`src/rtl/psa_pkg.sv`:
```
package psa_pkg;

    // Operation codes carried on op_sel.
    typedef enum logic {
        OP_ACCUM    = 1'b0,
        OP_ACTIVATE = 1'b1
    } psa_op_e;

    // Number of packed partial-sum lanes across both operand words.
    localparam int unsigned PSA_LANES = 4;

endpackage

```
`src/rtl/psa_lane_adder.sv`:
```
module psa_lane_adder #(
    parameter int unsigned LANE_W = 16,
    parameter int unsigned LANES  = 4,
    parameter int unsigned ACC_W  = 32
) (
    input  logic [LANES*LANE_W-1:0] lanes,
    output logic [ACC_W-1:0]        total
);

    logic [ACC_W-1:0] ext [LANES];

    // Sign-extend every lane to the accumulator width.
    for (genvar g = 0; g < LANES; g++) begin : g_ext
        logic [LANE_W-1:0] lane_v;
        assign lane_v = lanes[g*LANE_W +: LANE_W];
        assign ext[g] = {{(ACC_W-LANE_W){lane_v[LANE_W-1]}}, lane_v};
    end

    always_comb begin
        total = '0;
        for (int i = 0; i < LANES; i++) begin
            total = total + ext[i];
        end
    end

endmodule

```
`src/rtl/psa_relu_scaler.sv`:
```
module psa_relu_scaler #(
    parameter int unsigned ACC_W   = 32,
    parameter int unsigned ACT_W   = 8,
    parameter int unsigned SHIFT_W = 5
) (
    input  logic [ACC_W-1:0]   sum_in,
    input  logic [SHIFT_W-1:0] shift,
    output logic [ACT_W-1:0]   act
);

    localparam logic [ACC_W-1:0] ACT_MAX = ACC_W'((1 << ACT_W) - 1);

    logic             is_neg;
    logic [ACC_W-1:0] shifted;

    assign is_neg  = sum_in[ACC_W-1];
    // Only used for non-negative sums, where the arithmetic and logical shifts agree.
    assign shifted = sum_in >> shift;

    always_comb begin
        if (is_neg) begin
            act = '0;
        end else if (shifted > ACT_MAX) begin
            act = ACT_MAX[ACT_W-1:0];
        end else begin
            act = shifted[ACT_W-1:0];
        end
    end

endmodule

```
`src/rtl/psum_act_unit.sv`:
```
module psum_act_unit #(
    parameter int unsigned LANE_W  = 16,
    parameter int unsigned ACC_W   = 32,
    parameter int unsigned ACT_W   = 8,
    parameter int unsigned SHIFT_W = 5
) (
    input  logic               clk,
    input  logic               rst_n,
    input  logic               in_valid,
    input  logic               op_sel,
    input  logic               acc_clear,
    input  logic [ACC_W-1:0]   opnd_a,
    input  logic [ACC_W-1:0]   opnd_b,
    input  logic [SHIFT_W-1:0] shift_amt,
    output logic               out_valid,
    output logic [ACC_W-1:0]   result
);

    import psa_pkg::*;

    localparam int unsigned LANE_BITS = PSA_LANES * LANE_W;

    typedef struct packed {
        logic             vld;
        logic [ACC_W-1:0] acc;
        logic [ACC_W-1:0] res;
    } state_t;

    state_t st_d, st_q;

    logic [LANE_BITS-1:0] lanes_in;
    logic [ACC_W-1:0]     lane_total;
    logic [ACT_W-1:0]     act_val;
    logic [ACC_W-1:0]     acc_base;
    psa_op_e              op;

    assign op       = psa_op_e'(op_sel);
    assign lanes_in = LANE_BITS'({opnd_b, opnd_a});

    psa_lane_adder #(
        .LANE_W (LANE_W),
        .LANES  (PSA_LANES),
        .ACC_W  (ACC_W)
    ) u_lanes (
        .lanes (lanes_in),
        .total (lane_total)
    );

    psa_relu_scaler #(
        .ACC_W   (ACC_W),
        .ACT_W   (ACT_W),
        .SHIFT_W (SHIFT_W)
    ) u_act (
        .sum_in (opnd_a),
        .shift  (shift_amt),
        .act    (act_val)
    );

    always_comb begin
        st_d     = st_q;
        st_d.vld = in_valid;
        acc_base = acc_clear ? '0 : st_q.acc;
        if (in_valid) begin
            if (op == OP_ACCUM) begin
                st_d.acc = acc_base + lane_total;
                st_d.res = acc_base + lane_total;
            end else begin
                st_d.res = {{(ACC_W-ACT_W){1'b0}}, act_val};
            end
        end
    end

    always_ff @(posedge clk or negedge rst_n) begin
        if (!rst_n) begin
            st_q <= '0;
        end else begin
            st_q <= st_d;
        end
    end

    assign out_valid = st_q.vld;
    assign result    = st_q.res;

endmodule

```
`config.mk`:
```
export PLATFORM = sky130hd
export DESIGN_NAME = psum_act_unit
export DESIGN_NICKNAME = d
export VERILOG_FILES = /design/src/rtl/psa_pkg.sv /design/src/rtl/psa_lane_adder.sv /design/src/rtl/psa_relu_scaler.sv /design/src/rtl/psum_act_unit.sv
export SDC_FILE = /design/constraint.sdc
export NUM_CORES = 1
export LEC_CHECK = 0
export BUFFER_PORTS_ARGS = -buffer_cell sky130_fd_sc_hd__buf_2
export CAP_MARGIN = 10
export CELL_PAD_IN_SITES_DETAIL_PLACEMENT = 1
export CELL_PAD_IN_SITES_GLOBAL_PLACEMENT = 1
export CORE_ASPECT_RATIO = 1.1
export CORE_UTILIZATION = 50
export DETAILED_ROUTE_END_ITERATION = 7
export GPL_TIMING_DRIVEN = 0
export PLACE_DENSITY_LB_ADDON = 0.1
export SLEW_MARGIN = 20
export SYNTH_ARGS = -nofsm -noshare
export SYNTH_HDL_FRONTEND = slang
export SYNTH_SLANG_ARGS = --single-unit
```
`constraint.sdc`:
```
create_clock -name clk -period 5.7 [get_ports clk]
set_input_delay 0.855 -clock clk [delete_from_list [all_inputs] [get_ports clk]]
set_output_delay 0.855 -clock clk [all_outputs]
set_load 0.01 [all_outputs]
```
==> metrics.md <==
| Metric | Value |
|---|---|
| Pint | 2.49 mW |
| Share of the synthesized area in the top cell type | 19.7% |
| Initial antenna violation count | 0 |
| Port bufs | 104 |
| CTS Sinks | 65 |
| Global-route wire length before repair | 43.2 mm |
| FF+latch count, synth | 65 |
| Worst-margin pin slew | 0.875 ns |
| Ys flop type | dfrtp_1 |
| Post-layout nets | 1,192 |
| Inserted Diodes | 0 |
| Avg Cell Area, Syn | 9.33 µm² |
| Crit share post-route | 96.3% |
| Reg power frac | 16.6% |
| Drt via density | 6.22 |
| CP Data Required Time | 5.90 ns |
| Final Power | 4.70 mW |
| Netlist cell types | 65 |
| Hold buffers post-CTS | 0 |
| Maxcap violations | 0 |
| FMAX | 0.182 GHz |
| CP Max Fanout | 7 |
| DR iter-0 viols | 436 |
| Worst-skew pair later-pin latency | 0.35 ns |
| Initial core utilization | 51.9% |
| Worst Path Arrival | 5.69 ns |
| Asr flop ratio synth | 100% |
| Leak | 4.42 nW |
| Drt pass-1 iters | 5 |
| Setup CP Type | in2reg |
| Slew margin rel. | 41.7% |
| Clock root cell | clkbuf_16 |
| Die ar. | 0.0170 mm² |
| Wirelength per Cell | 22.5 µm |
| Final Hold Fails | 0 |
| CP max stage cell | a2111oi_4 |
| Fin crit period | 5.49 ns |
| CTS Buf Count | 9 |
| Clock Path Buffers | 2 |
| Clock slew at reported path FFs | 0.06 ns |
| Clock network fraction of total power | 12.3% |
| TritonCTS clock tree | built |
| H-tree levels | 3 |
| # DRC | 0 |
| Final wirelength | 27.3 mm |
| Layout cell share with drive strength beyond 1 | 24.2% |
| Dpl hpwl | 21.0 mm |
| Sw Ratio | 47.0% |
| Number of enable flip-flop cells after synthesis | 0 |
| Mapped Area | 0.00826 mm² |
| CP peak stage delay | 0.43 ns |
| NetSw | 2.21 mW |
| Core Box Area | 0.0159 mm² |
| YS warnings | 0 |
| Combinational cell fraction of total power | 71.1% |
| Final clock skew | 0.0105 ns |
| P&R area growth vs syn | 15.1% |
| Antenna-violating nets left | 0 |
| Largest net degree at the start of global routing | 34 |
| Ranking of synthesized cells by area | dfrtp_1 (20%), fa_1 (15%), mux4_2 (7.6%) |
| Grt ovf | 0 |
| Status | completed |
| Vias in the first global route | 7,844 |
| Crit-path most repeated cell | buf_4 |
| Crit path launch type | input pin |
| Final Max Slew Viols | 0 |
| GRT Util Overall | 33.0% |
| Io pins | 107 |
| CP cell instances | buf_2, ha_1, fa_2, a211oi_2, o21ai_2, a311o_1, nand2_1, o21ai_1, nor3_1, nand2b_4, buf_4, fa_1, ha_2, a21oi_1, o211a_1, o211ai_1, buf_4, a2111oi_4, o31ai_1, mux2i_1, o21ai_0 |
| Final GP Congestion | 0.912 |
| Yosys top cell by area | dfrtp_1 |
| Max VDD drop | 0.286 mV |
| Endpoint class of the critical path | flop |
| Pwr dens | 494 mW/mm² |
| Synth Instances | 886 |
| Vias | 7,540 |
| Worst hold margin | 0.454 ns |
| Final setup viols | 0 |
| Syn_nets | 1,071 |
| Horiz. Die Dim | 125 µm |
| Reg2reg setup slack | 1.26 ns |
| Min-delay worst type | in2async |
| Row count | 48 |
| Die Height | 137 µm |
| Sequential share of the synthesized area | 19.7% |
[cells in the mapped netlist, types with 10 or more instances]
cell type	n
a211oi_1	13
a21o_1	19
a21oi_1	41
and2_1	10
buf_4	35
clkbuf_1	28
dfrtp_1	65
fa_1	63
ha_1	48
inv_1	47
mux2_2	12
mux2i_1	23
mux4_2	28
nand2_1	88
nand2b_1	15
nand3_1	15
nor2_1	44
nor2b_1	34
nor3_1	14
o211ai_1	19
o21a_1	12
o21ai_0	56
xnor2_1	23
xor2_1	12
[critical path, delay by kind of cell]
family,cells,cell delay (ns)
compound gates,10,2.11
fa+ha+maj,4,1.40
buf+inv,3,0.52
mux,1,0.21
simple gates,3,0.59
[routing by layer]
| layer | GRT usage, % | part of all wire [%] | vias to the layer above |
|---|---|---|---|
| met5 | 0 | 0 | - |
| met3 | 4.42 | 5.4 | 56 |
| met2 | 57.5 | 50 | 291 |
| met4 | 14.5 | 3.8 | 0 |
| li1 | - | - | 3399 |
| met1 | 41.2 | 40 | 3794 |
[area by class of cell]
| cell class | count | area [µm²] |
|---|---|---|
| buffer | 69 | 409 |
| clock buffer | 10 | 229 |
| clock inverter | 6 | 66.3 |
| fill | 1842 | 6400 |
| inverter | 49 | 184 |
| multi-input combinational | 698 | 6120 |
| sequential | 65 | 1630 |
| tap | 200 | 250 |
| timing repair buffer | 115 | 626 |
[repair_timing]
action	in CTS	in global routing
gates resized for setup	11	18
buffers inserted	7	3
pin swaps	5	5
setup endpoints to repair	29	25
[power groups by stage]
stage                     Combinational (mW)  Sequential (mW)  Clock [mW]
after floorplan                         2.34            0.740           0
after global placement                  2.98            0.774           0
final                                   3.34            0.780       0.576
after global routing                    3.68            0.802       0.598
after CTS                               3.26            0.780       0.582
after detailed placement                3.10            0.783           0
[final timing paths]
| kind | endpoint | cells past startpoint | start |
|---|---|---|---|
| min | st_q[35] | 1 | rst_n |
| min reg2reg | st_q[40] | 2 | st_q[40] |
| min in group clk | st_q[40] | 2 | st_q[40] |
| max reg2reg | result[23] | 15 | st_q[33] |
| max | result[29] | 21 | opnd_a[16] |
| max in group asynchronous | st_q[58] | 2 | rst_n |
[through the flow]
step	setup slack (ns)	cell area, µm²	instances	utilization (%)	TNS, ns
global placement	-0.988	9040	1190	56.8	-17.39
detailed placement	-1.10	9060	1191	56.9	-21.19
global route	-0.0237	9510	1212	59.8	-0.0237
floorplan	0.0944	8270	886	-	0
finish	0.209	9510	1212	59.8	0
CTS	0.000299	9450	1212	59.4	0
[logic make-up after synthesis]
logic type / after synthesis / synth area share (%)
and+or+nand+nor: 258 / 15.4
buffers and inverters: 123 / 7.40
AOI/OAI and AO/OA: 230 / 18.9
muxes: 64 / 12.4
adders and majority gates: 111 / 22.5
DFF: 65 / 19.7
xor gates and xnor gates: 35 / 3.71
[cells in the final DEF (no fill, tap or decap), types with 9 or more instances in the layout]
cell / instances
nand2_1: 88
o211ai_1: 19
ha_1: 44
a21oi_1: 35
inv_1: 47
a21o_1: 19
buf_4: 45
mux2_2: 12
xor2_1: 12
nand2b_1: 14
clkbuf_16: 9
clkbuf_1: 24
nor2b_1: 34
mux2i_1: 23
dfrtp_1: 65
o21a_1: 12
a211oi_1: 12
nor3_1: 14
and2_1: 10
nor2_1: 44
xnor2_1: 21
mux4_2: 28
nand3_1: 15
fa_1: 62
buf_2: 112
o21ai_0: 49
[registers in the layout (all words and copies together), names as in the netlist]
name,flops
result,32
st_q,32
out_valid,1
Power figures use the tool's default switching activity.
